$ cat src/rtl/seg_scan_pkg.sv
package seg_scan_pkg;
  typedef enum logic [1:0] {
    ST_IDLE  = 2'd0,
    ST_SHIFT = 2'd1,
    ST_FIN   = 2'd2
  } seq_state_e;
endpackage

$ cat src/rtl/seg_seq.sv
module seg_seq
  import seg_scan_pkg::*;
#(
  parameter int MAX_SEGS = 8,
  parameter int LEN_W    = 8,
  localparam int SEG_W   = $clog2(MAX_SEGS + 1),
  localparam int IDX_W   = (MAX_SEGS > 1) ? $clog2(MAX_SEGS) : 1
) (
  input  logic             clk,
  input  logic             rst_n,
  input  logic             scan_en,
  input  logic             shift_start,
  input  logic [LEN_W-1:0] seg_len,
  input  logic [SEG_W-1:0] seg_cnt,
  output logic             shifting,
  output logic [IDX_W-1:0] seg_idx,
  output logic             fin
);
  seq_state_e       state_q, state_d;
  logic [IDX_W-1:0] idx_q, idx_d;
  logic [LEN_W-1:0] beat_q, beat_d;
  logic [LEN_W-1:0] len_q, len_d;
  logic [SEG_W-1:0] cnt_q, cnt_d;
  logic [SEG_W-1:0] cnt_eff;
  logic             last_beat, last_seg;

  assign cnt_eff   = (seg_cnt > SEG_W'(MAX_SEGS)) ? SEG_W'(MAX_SEGS) : seg_cnt;
  assign last_beat = (beat_q == (len_q - LEN_W'(1)));
  assign last_seg  = ((SEG_W'(idx_q) + SEG_W'(1)) == cnt_q);

  always_comb begin
    state_d = state_q;
    idx_d   = idx_q;
    beat_d  = beat_q;
    len_d   = len_q;
    cnt_d   = cnt_q;
    if (!scan_en) begin
      state_d = ST_IDLE;
    end else begin
      unique case (state_q)
        ST_IDLE: begin
          if (shift_start) begin
            len_d  = seg_len;
            cnt_d  = cnt_eff;
            idx_d  = '0;
            beat_d = '0;
            state_d = ((seg_len == '0) || (seg_cnt == '0)) ? ST_FIN : ST_SHIFT;
          end
        end
        ST_SHIFT: begin
          if (last_beat) begin
            beat_d = '0;
            if (last_seg) state_d = ST_FIN;
            else          idx_d   = idx_q + IDX_W'(1);
          end else begin
            beat_d = beat_q + LEN_W'(1);
          end
        end
        ST_FIN:  state_d = ST_IDLE;
        default: state_d = ST_IDLE;
      endcase
    end
  end

  always_ff @(posedge clk or negedge rst_n) begin
    if (!rst_n) begin
      state_q <= ST_IDLE;
      idx_q   <= '0;
      beat_q  <= '0;
      len_q   <= '0;
      cnt_q   <= '0;
    end else begin
      state_q <= state_d;
      idx_q   <= idx_d;
      beat_q  <= beat_d;
      len_q   <= len_d;
      cnt_q   <= cnt_d;
    end
  end

  assign shifting = (state_q == ST_SHIFT);
  assign seg_idx  = idx_q;
  assign fin      = (state_q == ST_FIN);
endmodule

$ cat src/rtl/seg_en_decode.sv
module seg_en_decode #(
  parameter int MAX_SEGS = 8,
  localparam int IDX_W   = (MAX_SEGS > 1) ? $clog2(MAX_SEGS) : 1
) (
  input  logic                scan_en,
  input  logic                shifting,
  input  logic [IDX_W-1:0]    seg_idx,
  output logic [MAX_SEGS-1:0] seg_clk_en
);
  for (genvar s = 0; s < MAX_SEGS; s++) begin : g_seg
    assign seg_clk_en[s] = ~scan_en | (shifting & (seg_idx == IDX_W'(s)));
  end
endmodule

$ cat src/rtl/chain_data_gate.sv
module chain_data_gate #(
  parameter int NUM_CHAINS = 4
) (
  input  logic                  scan_en,
  input  logic [NUM_CHAINS-1:0] active_mask,
  input  logic [NUM_CHAINS-1:0] tester_si,
  output logic [NUM_CHAINS-1:0] chain_sel,
  output logic [NUM_CHAINS-1:0] chain_si
);
  for (genvar c = 0; c < NUM_CHAINS; c++) begin : g_chain
    assign chain_sel[c] = ~scan_en | active_mask[c];
    assign chain_si[c]  = chain_sel[c] & tester_si[c];
  end
endmodule

$ cat src/rtl/seg_scan_ctrl.sv
module seg_scan_ctrl #(
  parameter int MAX_SEGS   = 8,
  parameter int LEN_W      = 8,
  parameter int NUM_CHAINS = 4,
  localparam int SEG_W     = $clog2(MAX_SEGS + 1),
  localparam int IDX_W     = (MAX_SEGS > 1) ? $clog2(MAX_SEGS) : 1
) (
  input  logic                  clk,
  input  logic                  rst_n,
  input  logic                  scan_en,
  input  logic                  shift_start,
  input  logic [LEN_W-1:0]      seg_len,
  input  logic [SEG_W-1:0]      seg_cnt,
  input  logic [NUM_CHAINS-1:0] active_mask,
  input  logic [NUM_CHAINS-1:0] tester_si,
  output logic [MAX_SEGS-1:0]   seg_clk_en,
  output logic [NUM_CHAINS-1:0] chain_sel,
  output logic [NUM_CHAINS-1:0] chain_si,
  output logic                  done
);
  logic [1:0]       rst_sync_q;
  logic             rst_int_n;
  logic             shifting;
  logic [IDX_W-1:0] seg_idx;

  always_ff @(posedge clk or negedge rst_n) begin
    if (!rst_n) rst_sync_q <= 2'b00;
    else        rst_sync_q <= {rst_sync_q[0], 1'b1};
  end
  assign rst_int_n = rst_sync_q[1];

  seg_seq #(.MAX_SEGS(MAX_SEGS), .LEN_W(LEN_W)) u_seq (
    .clk         (clk),
    .rst_n       (rst_int_n),
    .scan_en     (scan_en),
    .shift_start (shift_start),
    .seg_len     (seg_len),
    .seg_cnt     (seg_cnt),
    .shifting    (shifting),
    .seg_idx     (seg_idx),
    .fin         (done)
  );

  seg_en_decode #(.MAX_SEGS(MAX_SEGS)) u_dec (
    .scan_en    (scan_en),
    .shifting   (shifting),
    .seg_idx    (seg_idx),
    .seg_clk_en (seg_clk_en)
  );

  chain_data_gate #(.NUM_CHAINS(NUM_CHAINS)) u_gate (
    .scan_en     (scan_en),
    .active_mask (active_mask),
    .tester_si   (tester_si),
    .chain_sel   (chain_sel),
    .chain_si    (chain_si)
  );
endmodule

$ cat config.mk
export PLATFORM = sky130hd
export DESIGN_NAME = seg_scan_ctrl
export DESIGN_NICKNAME = d
export VERILOG_FILES = /design/src/rtl/seg_scan_pkg.sv /design/src/rtl/seg_seq.sv /design/src/rtl/seg_en_decode.sv /design/src/rtl/chain_data_gate.sv /design/src/rtl/seg_scan_ctrl.sv
export SDC_FILE = /design/constraint.sdc
export NUM_CORES = 1
export LEC_CHECK = 0
export CAP_MARGIN = 25
export CORE_MARGIN = 5
export CORE_UTILIZATION = 35
export DETAILED_ROUTE_END_ITERATION = 16
export SETUP_SLACK_MARGIN = 0.1
export SYNTH_ARGS = -nofsm -noshare
export SYNTH_HDL_FRONTEND = slang
export SYNTH_HIERARCHICAL = 1
export SYNTH_SLANG_ARGS = --single-unit
$ cat constraint.sdc
create_clock -name clk -period 1.7 [get_ports clk]
set_input_delay 0.425 -clock clk [delete_from_list [all_inputs] [get_ports clk]]
set_output_delay 0.425 -clock clk [all_outputs]
set_load 0.01 [all_outputs]
[After elaboration in Yosys (flattened, before gate mapping)]
Cells that the tools add are included.
Operators by class
  order comparisons: 1
  mux-type cells: 14
  add/subtract/negate cells: 4
  shift-type cells: 0
  bitwise operators: 25
  equality and inequality tests: 17
  div/mod/pow operators: 0
  reduce and logical (&&, ||, !) cells: 10
  multiply operators: 0
Operator list (number)
  8-bit two-way mux: 2
  8-bit case mux with 2 select lines: 1
  1-bit bitwise AND: 12
  3-bit equality test (second input constant): 4
  1-bit bitwise OR: 12
  2-bit two-way mux: 5
  3-bit two-way mux: 3
  3-bit inequality test (second input constant): 3
  3-bit AND reduction: 3
  8-bit by 1-bit adder with 8-bit output (second input constant): 1
  8-bit equality test: 1
  8-bit logical NOT: 1
  8-bit by 1-bit subtractor with 8-bit output (second input constant): 1
  3-bit by 2-bit equality test with 1-bit output (second input constant): 2
  2-bit inequality test (second input constant): 3
  3-bit case mux with 2 select lines: 1
  5-bit AND reduction: 1
  3-bit by 1-bit adder with 4-bit output (second input constant): 1
  4-bit equality test: 1
  4-bit greater-than comparator (second input constant): 1
  4-bit logical NOT: 1
  4-bit two-way mux: 1
  2-bit case mux with 2 select lines: 1
  3-bit by 1-bit adder with 3-bit output (second input constant): 1
  other kinds (8): 8
Storage, ports and cells
  memories kept: 0
  word-level logic and storage cells: 77
  bits of input ports: 24
  output and inout bits: 17
  memory bits (read-only): 0
  register bits after elaboration: 27
  memory bits (writable): 0
  latch bits: 0

[Logic depth before layout (Yosys ltp)]
Gate-level depths: netlist of the first run.
  depth after elaboration: 6
  gate-level depth with buffers: 9
  gate-level depth less buffers: 9

[Cells and area by module]
Netlist of the first run, hierarchy kept.
By module, submodules not included
  seg_seq: sequential area each 625.6 sq um, area an instance 1522.7 sq um, instances 1, cells each 174
  seg_en_decode: sequential area each 0.0 sq um, area an instance 76.3 sq um, instances 1, cells each 13
  seg_scan_ctrl: sequential area each 50.0 sq um, area an instance 53.8 sq um, instances 1, cells each 3
  chain_data_gate: sequential area each 0.0 sq um, area an instance 50.0 sq um, instances 1, cells each 8

[Least setup slack after synthesis of the first run]
No wires, ideal clock.
  path type: flip-flop to flip-flop
  start point: register u_seq.len_q[0]
  end point: register u_seq.idx_q[1], in the netlist u_seq/seg_idx[1]
  library setup time: 0.120 ns
  period minus slack after synthesis: 2.016 ns
  setup slack: -0.316 ns
  data required time: 1.580 ns
  buffers on the path: 0
  stages on the path, launching flop included: 10
  arrival time: 1.897 ns
  cells stage by stage: dfrtp_1 -> inv_1 -> ha_1 -> nor3b_1 -> xnor2_1 -> nand3_1 -> nor4_4 -> and2_2 -> nand2_2 -> a31o_1
On the way
  cells in the longest elaborated chain, start to end: 4
Ends and longest elaborated chain
  from (decl): line seg_seq.sv:22  | logic [LEN_W-1:0] len_q, len_d;
  from (signal assigned): line seg_seq.sv:76  | len_q <= len_d;
  8-bit by 1-bit subtractor with 8-bit output: line seg_seq.sv:28  | assign last_beat = (beat_q == (len_q - LEN_W'(1)));
  8-bit equality test: line seg_seq.sv:28
  2-bit inequality test (no line)
  5-bit AND reduction (no line)
  to (signal assigned): line seg_seq.sv:74  | idx_q <= idx_d;
  to (decl): line seg_seq.sv:20  | logic [IDX_W-1:0] idx_q, idx_d;
No other way between the ends.
A chain may end at the register's enable or synchronous reset.

[Final worst setup path of the first run]
  start point: register u_seq.len_q[2]
  end point: register u_seq.idx_q[2], in the netlist u_seq/seg_idx[2]
Same word-level chain as after synthesis.

==> qor.txt, run 1 <==
Yosys top cell area share: 0.397
final wirelength: 4.42 mm
FF+latch count, synth: 27
Worst-path clk slew: 0.11 ns
Critical Path RT: 1.86 ns
DR DRC count: 0
Post-synth EDFFs: 0
critical path type: flip-flop to flip-flop
final non-filler cell total: 355
Critical Path Start Type: flip-flop
1st-iter DRT viols: 32
post-DR vias/cell: 4.77
Detailed Place HPWL: 3.42 mm
routed wire length per instance: 12.4 um
Setup crit start: u_seq/len_q[2]$_DFFE_PN0P_
Power Density: 808 nW/um^2
MaxCap Viol Count: 0
total number of vias: 1693
Worst setup EP type: flip-flop
sequential area share after synthesis: 0.397
largest net degree at the start of global routing: 26
number of CTS-inserted buffers: 3
Root Buffer Master: clkbuf_8
final hold viol count: 0
post-synth top area cell: dfrtp_1
grt ovf: 0
Core Area: 4720 um^2
Tcrit/Tclk final: 1.13
Async SR Flop Fraction: 1.00
synth top area cells: dfrtp_1 40%, nand2_1 9.3%, xnor2_1 5.1%
Initial Util: 0.361
# rows: 25
level count of the clock H-tree: 1
IO Port Bufs: 40
maximum VDD drop: 0.000468 V
skew final: 0.00477 ns
Longest Clk Path Bufs: 2
Netlist cell types: 38
Synth-to-Final Area Change: 62.5%
Max Slew Vio Count: 0
Peak Freq: 0.519 GHz
die height: 79.8 um
Final ANT Viol Nets: 0
Syn Area/Cell: 8.60 um^2
total track usage: 0.148
io pins: 41
ys flop type: dfrtp_1
fraction of layout cells with a size suffix above 1: 0.396
cts hold-fix bufs: 0
crit-path max FO: 6
Placer Congestion: 0.766
CTS tree: yes
Post-Syn Area: 1700 um^2
number of global-route vias before repair: 1681
Post-Syn Instances: 198
Mapped Nets: 225
RR Startpoint: u_seq/len_q[2]$_DFFE_PN0P_
leakage power: 1.25 nW
worst hold path class: flip-flop to asynchronous set/reset pin
FF+latch area: 679 um^2
dpl cells: 343
Setup WS pre-CTS: -0.530 ns
detailed-router iteration count before antenna repair: 4
number of antenna violations at the first check in global routing: 0
Nets: 316
fill count: 442
status: finished, violations left
first-pass GRT wire length: 7.60 mm
CP arrival: 2.08 ns
RSZ-0062 raised after global routing: true
die width: 79.8 um
multi-input logic area: 1190 um^2
synth warn: 6
Inserted Diodes: 0
fin crit period: 1.93 ns
setup violators final: 18
die area: 6360 um^2
TritonCTS sink count: 27
failing checks: negative setup slack
clk_lat worst skew: 0.28 ns
Final WS setup: -0.226 ns
logic make-up after synthesis:
| family | Yosys count | share of synthesized area |
|---|---|---|
| DFF | 27 | 0.397 |
| and+or+nand+nor | 95 | 0.296 |
| buffers and inverters | 10 | 0.0228 |
| AOI/OAI and AO/OA | 41 | 0.149 |
| xor gates and xnor gates | 19 | 0.0977 |
| adders and majority gates | 3 | 0.0220 |
| other | 1 | 0.00220 |
| muxes | 2 | 0.0132 |
path summary, 6_finish.rpt:
path                       cells past startpoint                      endpoint  slack (ns)
setup / recovery                               8  u_seq/seg_idx[2]$_DFFE_PN0P_       -0.23
hold / removal                                 1    u_seq/len_q[6]$_DFFE_PN0P_        0.24
setup reg to reg                               8  u_seq/seg_idx[2]$_DFFE_PN0P_       -0.23
hold reg to reg                                1    u_seq/len_q[6]$_DFFE_PN0P_        0.24
max in group asynchronous                      1  u_seq/seg_idx[0]$_DFFE_PN0P_        1.20
min in group clk                               0       rst_sync_q[1]$_DFF_PN0_        0.37
power by group:
part           leakage, nW  total (W)  internal [W]  switching, W
sequential           0.348   0.000836      0.000734      0.000101
clock               0.0261   0.000397      0.000172      0.000225
combinational        0.879    0.00100      0.000549      0.000455
total                 1.25    0.00224       0.00146      0.000781
layout by cell type (no fill, tap or decap), types with 2 or more instances in the layout:
cell / netlist / routed
mux2_2: 2 / 2
nand3b_1: 3 / 3
a211oi_1: 3 / 2
dfrtp_1: 27 / 24
buf_6: 0 / 7
o21ai_0: 14 / 4
inv_2: 0 / 2
nor4_1: 3 / 3
o31ai_2: 2 / 3
clkbuf_8: 0 / 3
nand2b_4: 0 / 7
o21a_1: 3 / 2
xor2_1: 9 / 9
buf_4: 0 / 48
nand4_1: 5 / 5
nand2_2: 2 / 2
ha_1: 3 / 2
nor3_1: 7 / 5
buf_2: 1 / 12
nand2b_1: 11 / 4
xnor2_1: 10 / 8
dlygate4sd2_1: 0 / 7
and2_1: 5 / 4
and2_4: 0 / 2
dfrtp_2: 0 / 3
clkdlybuf4s50_1: 0 / 18
nor4_4: 2 / 2
nand3_1: 7 / 7
o21ai_1: 6 / 13
o21ai_2: 0 / 3
a21oi_1: 6 / 6
nor3_2: 0 / 2
nand2_4: 0 / 2
nand2_1: 42 / 39
what timing repair did:
action	4_1_cts	5_1_grt
endpoints found under the setup margin	42	34
gates cloned	0	1
pin swaps	18	3
buffers inserted	7	1
gates resized for setup	111	12
metrics by stage:
stage	total power, W	TNS, ns	util	instance area (um^2)	hold slack, ns
2_1_floorplan	0.00132	-1.86	-	1720	0.129
3_3_place_gp	0.00169	-15.75	0.533	2520	0.238
3_5_place_dp	0.00170	-16.82	0.533	2520	0.243
4_1_cts	0.00224	-2.10	0.578	2730	0.253
5_1_grt	0.00240	-3.99	0.586	2770	0.275
6_report	0.00224	-2.12	0.586	2770	0.237
sequential cells by signal, summed over array words and instances (netlist names):
signal,cells
u_seq/beat_q,8
u_seq/len_q,8
u_seq/cnt_q,4
u_seq/seg_idx,3
rst_sync_q,2
u_seq/state_q,2
worst max-delay path, stage by stage, from the launching register on:
cell and delay (ns):
dfrtp_2 0.49, nor3_1 0.20, nand2_1 0.08, xnor2_1 0.15
nor4_4 0.27, buf_4 0.18, nand2_4 0.07, o211ai_1 0.25
o31ai_4 0.11
Yosys cell counts, drive strengths merged (2+ instances only):
cell type and number:
a21oi 6, nor4 5, dfrtp 27, mux2 2
nand3b 3, xor2 9, nor2b 2, nand2b 11
buf 2, nor2 3, ha 3, nand2 44
o21a 3, nand4 5, and2 6, inv 2
clkbuf 5, xnor2 10, nor3 7, o31ai 4
o21ai 20, nand3 7, a211oi 3
final cells by class:
type	count	share of cell area
Timing Repair Buffer	93	0.271
Multi-Input combinational cell	161	0.429
Clock buffer	3	0.0149
Clock inverter	1	0.00317
Tap cell	67	0.0303
Sequential cell	27	0.246
Inverter	3	0.00588
layer usage:
metal	vias up	global-route usage	wire length, um
li1	871	-	-
met1	799	0.202	2040
met2	17	0.246	2180
met3	6	0.0181	113
met4	0	0.0439	80
met5	-	0	0
(Power assumes the default switching activity.)
==> run 2, diff against run 1 <==
- clock period: 1.7 -> 2.35 ns (I/O delays scaled with it)
==> run 2 against run 1 <==
The run now ends clean. Sequential share of layout area increased by 4.7 points. Utilization decreased by 9.7 points. Combinational power fell by 50%. Total power shrank 37%. Critical path depth shrank 4. Final area decreased by 17%. Largest power group is now sequential cells.
==> qor.txt, run 2 (synthesis results as in run 1) <==
Power Density: 610 nW/um^2 (-25%)
skew final: 0.00288 ns (-0.00188 ns)
Max Slew Vio Count: 0 (unchanged)
crit-path max FO: 2 (-4)
first-pass GRT wire length: 7.01 mm (-7.7%)
Detailed Place HPWL: 3.25 mm (-5.1%)
clk_lat worst skew: 0.28 ns (about the same)
total power: 0.00141 W (-37%)
die area: 6360 um^2 (unchanged)
number of global-route vias before repair: 1485 (-12%)
Critical Path Start Type: input pin
Nets: 277 (-12%)
most common cell after layout, fill and taps aside: nand2_1
Peak Freq: 0.464 GHz
most frequent cells in the layout: 40 x nand2_1, 27 x dfrtp_1, 22 x clkdlybuf4s50_1
final wirelength: 4.16 mm (-5.8%)
Final Cell Area: 2310 um^2 (-17%)
number of CTS-inserted buffers: 3 (unchanged)
FF+latch area: 676 um^2 (-0.55%)
routed wire length per instance: 13.2 um (+5.8%)
number of antenna violations at the first check in global routing: 0 (unchanged)
Tcrit/Tclk final: 0.916
TritonCTS sink count: 27 (unchanged)
cts hold-fix bufs: 0 (unchanged)
# rows: 25 (unchanged)
grt ovf: 0 (unchanged)
Core Area: 4720 um^2 (unchanged)
fin crit period: 2.15 ns
Final Util: 0.488 (-0.0972)
post-DR vias/cell: 5.01 (+5.1%)
reg2reg setup slack: 0.24 ns (+0.47 ns)
RSZ-0062 raised after global routing: true
Critical Path RT: 1.76 ns (-0.10 ns)
Root Buffer Master: clkbuf_8
total number of vias: 1584 (-6.4%)
fraction of layout cells with a size suffix above 1: 0.137 (-0.259)
maximum VDD drop: 0.000321 V (-31%)
Final ANT Viol Nets: 0 (unchanged)
critical path type: input pin to primary output
die height: 79.8 um (unchanged)
dpl cell area: 2260 um^2 (-10%)
Synth-to-Final Area Change: 35.5%
Worst-path clk slew: 0.10 ns (about the same)
fill count: 457 (+3.4%)
Worst setup EP type: primary output
1st-iter DRT viols: 102 (+220%)
Longest Clk Path Bufs: 2 (unchanged)
R2R depth: 9 (+1)
Worst setup endpoint: chain_si[0]
total track usage: 0.138 (-0.00990)
Setup WS pre-CTS: -0.145 ns (+0.385 ns)
biggest registers after layout: u_seq/beat_q: 8 flops, u_seq/len_q: 8 flops, u_seq/cnt_q: 4 flops
level count of the clock H-tree: 1 (unchanged)
Setup crit start: active_mask[0]
Initial Util: 0.361 (unchanged)
io pins: 41 (unchanged)
IO Port Bufs: 40 (unchanged)
final hold viol count: 0 (unchanged)
CTS tree: yes
RR Startpoint: u_seq/len_q[0]$_DFFE_PN0P_
largest net degree at the start of global routing: 26 (unchanged)
MaxCap Viol Count: 0 (unchanged)
die width: 79.8 um (unchanged)
Inserted Diodes: 0 (unchanged)
multi-input logic area: 1010 um^2 (-15%)
reg2reg end: u_seq/state_q[0]$_DFFE_PN0P_
CP arrival: 1.57 ns (-0.51 ns)
detailed-router iteration count before antenna repair: 4 (unchanged)
setup violators final: 0 (-18)
DR DRC count: 0 (unchanged)
Placer Congestion: 0.798 (+4.2%)
leakage power: 0.993 nW (-21%)
status: finished, final reports clean
worst hold path class: flip-flop to asynchronous set/reset pin
hold_ws: 0.237 ns (-0.0000290 ns)
Final WS setup: 0.197 ns (+0.423 ns)
-- run 2: cell count changes in the layout (fill, tap and decap cells not counted), moves of 4 or more --
| cell | previous run | this run |
|---|---|---|
| buf_4 | 48 | 14 |
| buf_2 | 12 | 0 |
| o21ai_0 | 4 | 14 |
| buf_6 | 7 | 0 |
| nand2b_4 | 7 | 0 |
| o21ai_1 | 13 | 6 |
| nand2b_1 | 4 | 10 |
| dlygate4sd2_1 | 7 | 12 |
| clkdlybuf4s50_1 | 18 | 22 |
-- run 2: how the worst min path moves through the flow --
| stage | cells past startpoint | to | slack (ns) |
|---|---|---|---|
| 2_1_floorplan | 0 | rst_sync_q[0]$_DFF_PN0_ | 0.29 |
| 6_report | 1 | u_seq/len_q[3]$_DFFE_PN0P_ | 0.24 |
| 3_5_place_dp | 1 | u_seq/len_q[2]$_DFFE_PN0P_ | 0.24 |
| 5_1_grt | 1 | u_seq/len_q[6]$_DFFE_PN0P_ | 0.29 |
| 3_3_place_gp | 1 | u_seq/len_q[2]$_DFFE_PN0P_ | 0.24 |
| 4_1_cts | 1 | u_seq/len_q[3]$_DFFE_PN0P_ | 0.25 |
-- run 2: report_power, final --
part           total, W  leakage, nW  switching, W  internal (W)
registers      0.000619        0.352     0.0000907      0.000529
logic          0.000501        0.615      0.000249      0.000252
clock network  0.000286       0.0261      0.000162      0.000125
total           0.00141        0.993      0.000501      0.000905
-- run 2: cell type report --
cell class | instances | share of cell area
multi-input cells | 161 | 0.437
clock buffers | 3 | 0.0179
repair buffers | 54 | 0.207
clock inverters | 1 | 0.00380
inverters | 3 | 0.00488
well taps | 67 | 0.0363
flip-flops and latches | 27 | 0.293
-- run 2: timing repair --
| item | 4_1_cts | 5_1_grt |
|---|---|---|
| gates resized for setup | 17 | 15 |
| pin swaps | 0 | 1 |
| endpoints found under the setup margin | 16 | 22 |
| setup buffers | 0 | 1 |
| cloned | 0 | 0 |
-- run 2: critical path, cell delays in order --
cell and delay (ns):
clkdlybuf4s50_1 0.39, nand2b_1 0.15, and2_1 0.15, dlygate4sd2_1 0.28
-- run 2: metrics by stage --
stage	setup TNS [ns]	instances
2_1_floorplan	0	198
3_5_place_dp	-1.51	311
5_1_grt	0	316
4_1_cts	0	315
3_3_place_gp	-1.47	311
6_report	0	316
-- run 2: layer usage --
metal	up-vias	global-route usage	routed length (um)
met5	-	0	0
met4	0	0.0253	31
met3	4	0.0305	181
met2	29	0.227	2060
met1	760	0.188	1890
li1	791	-	-
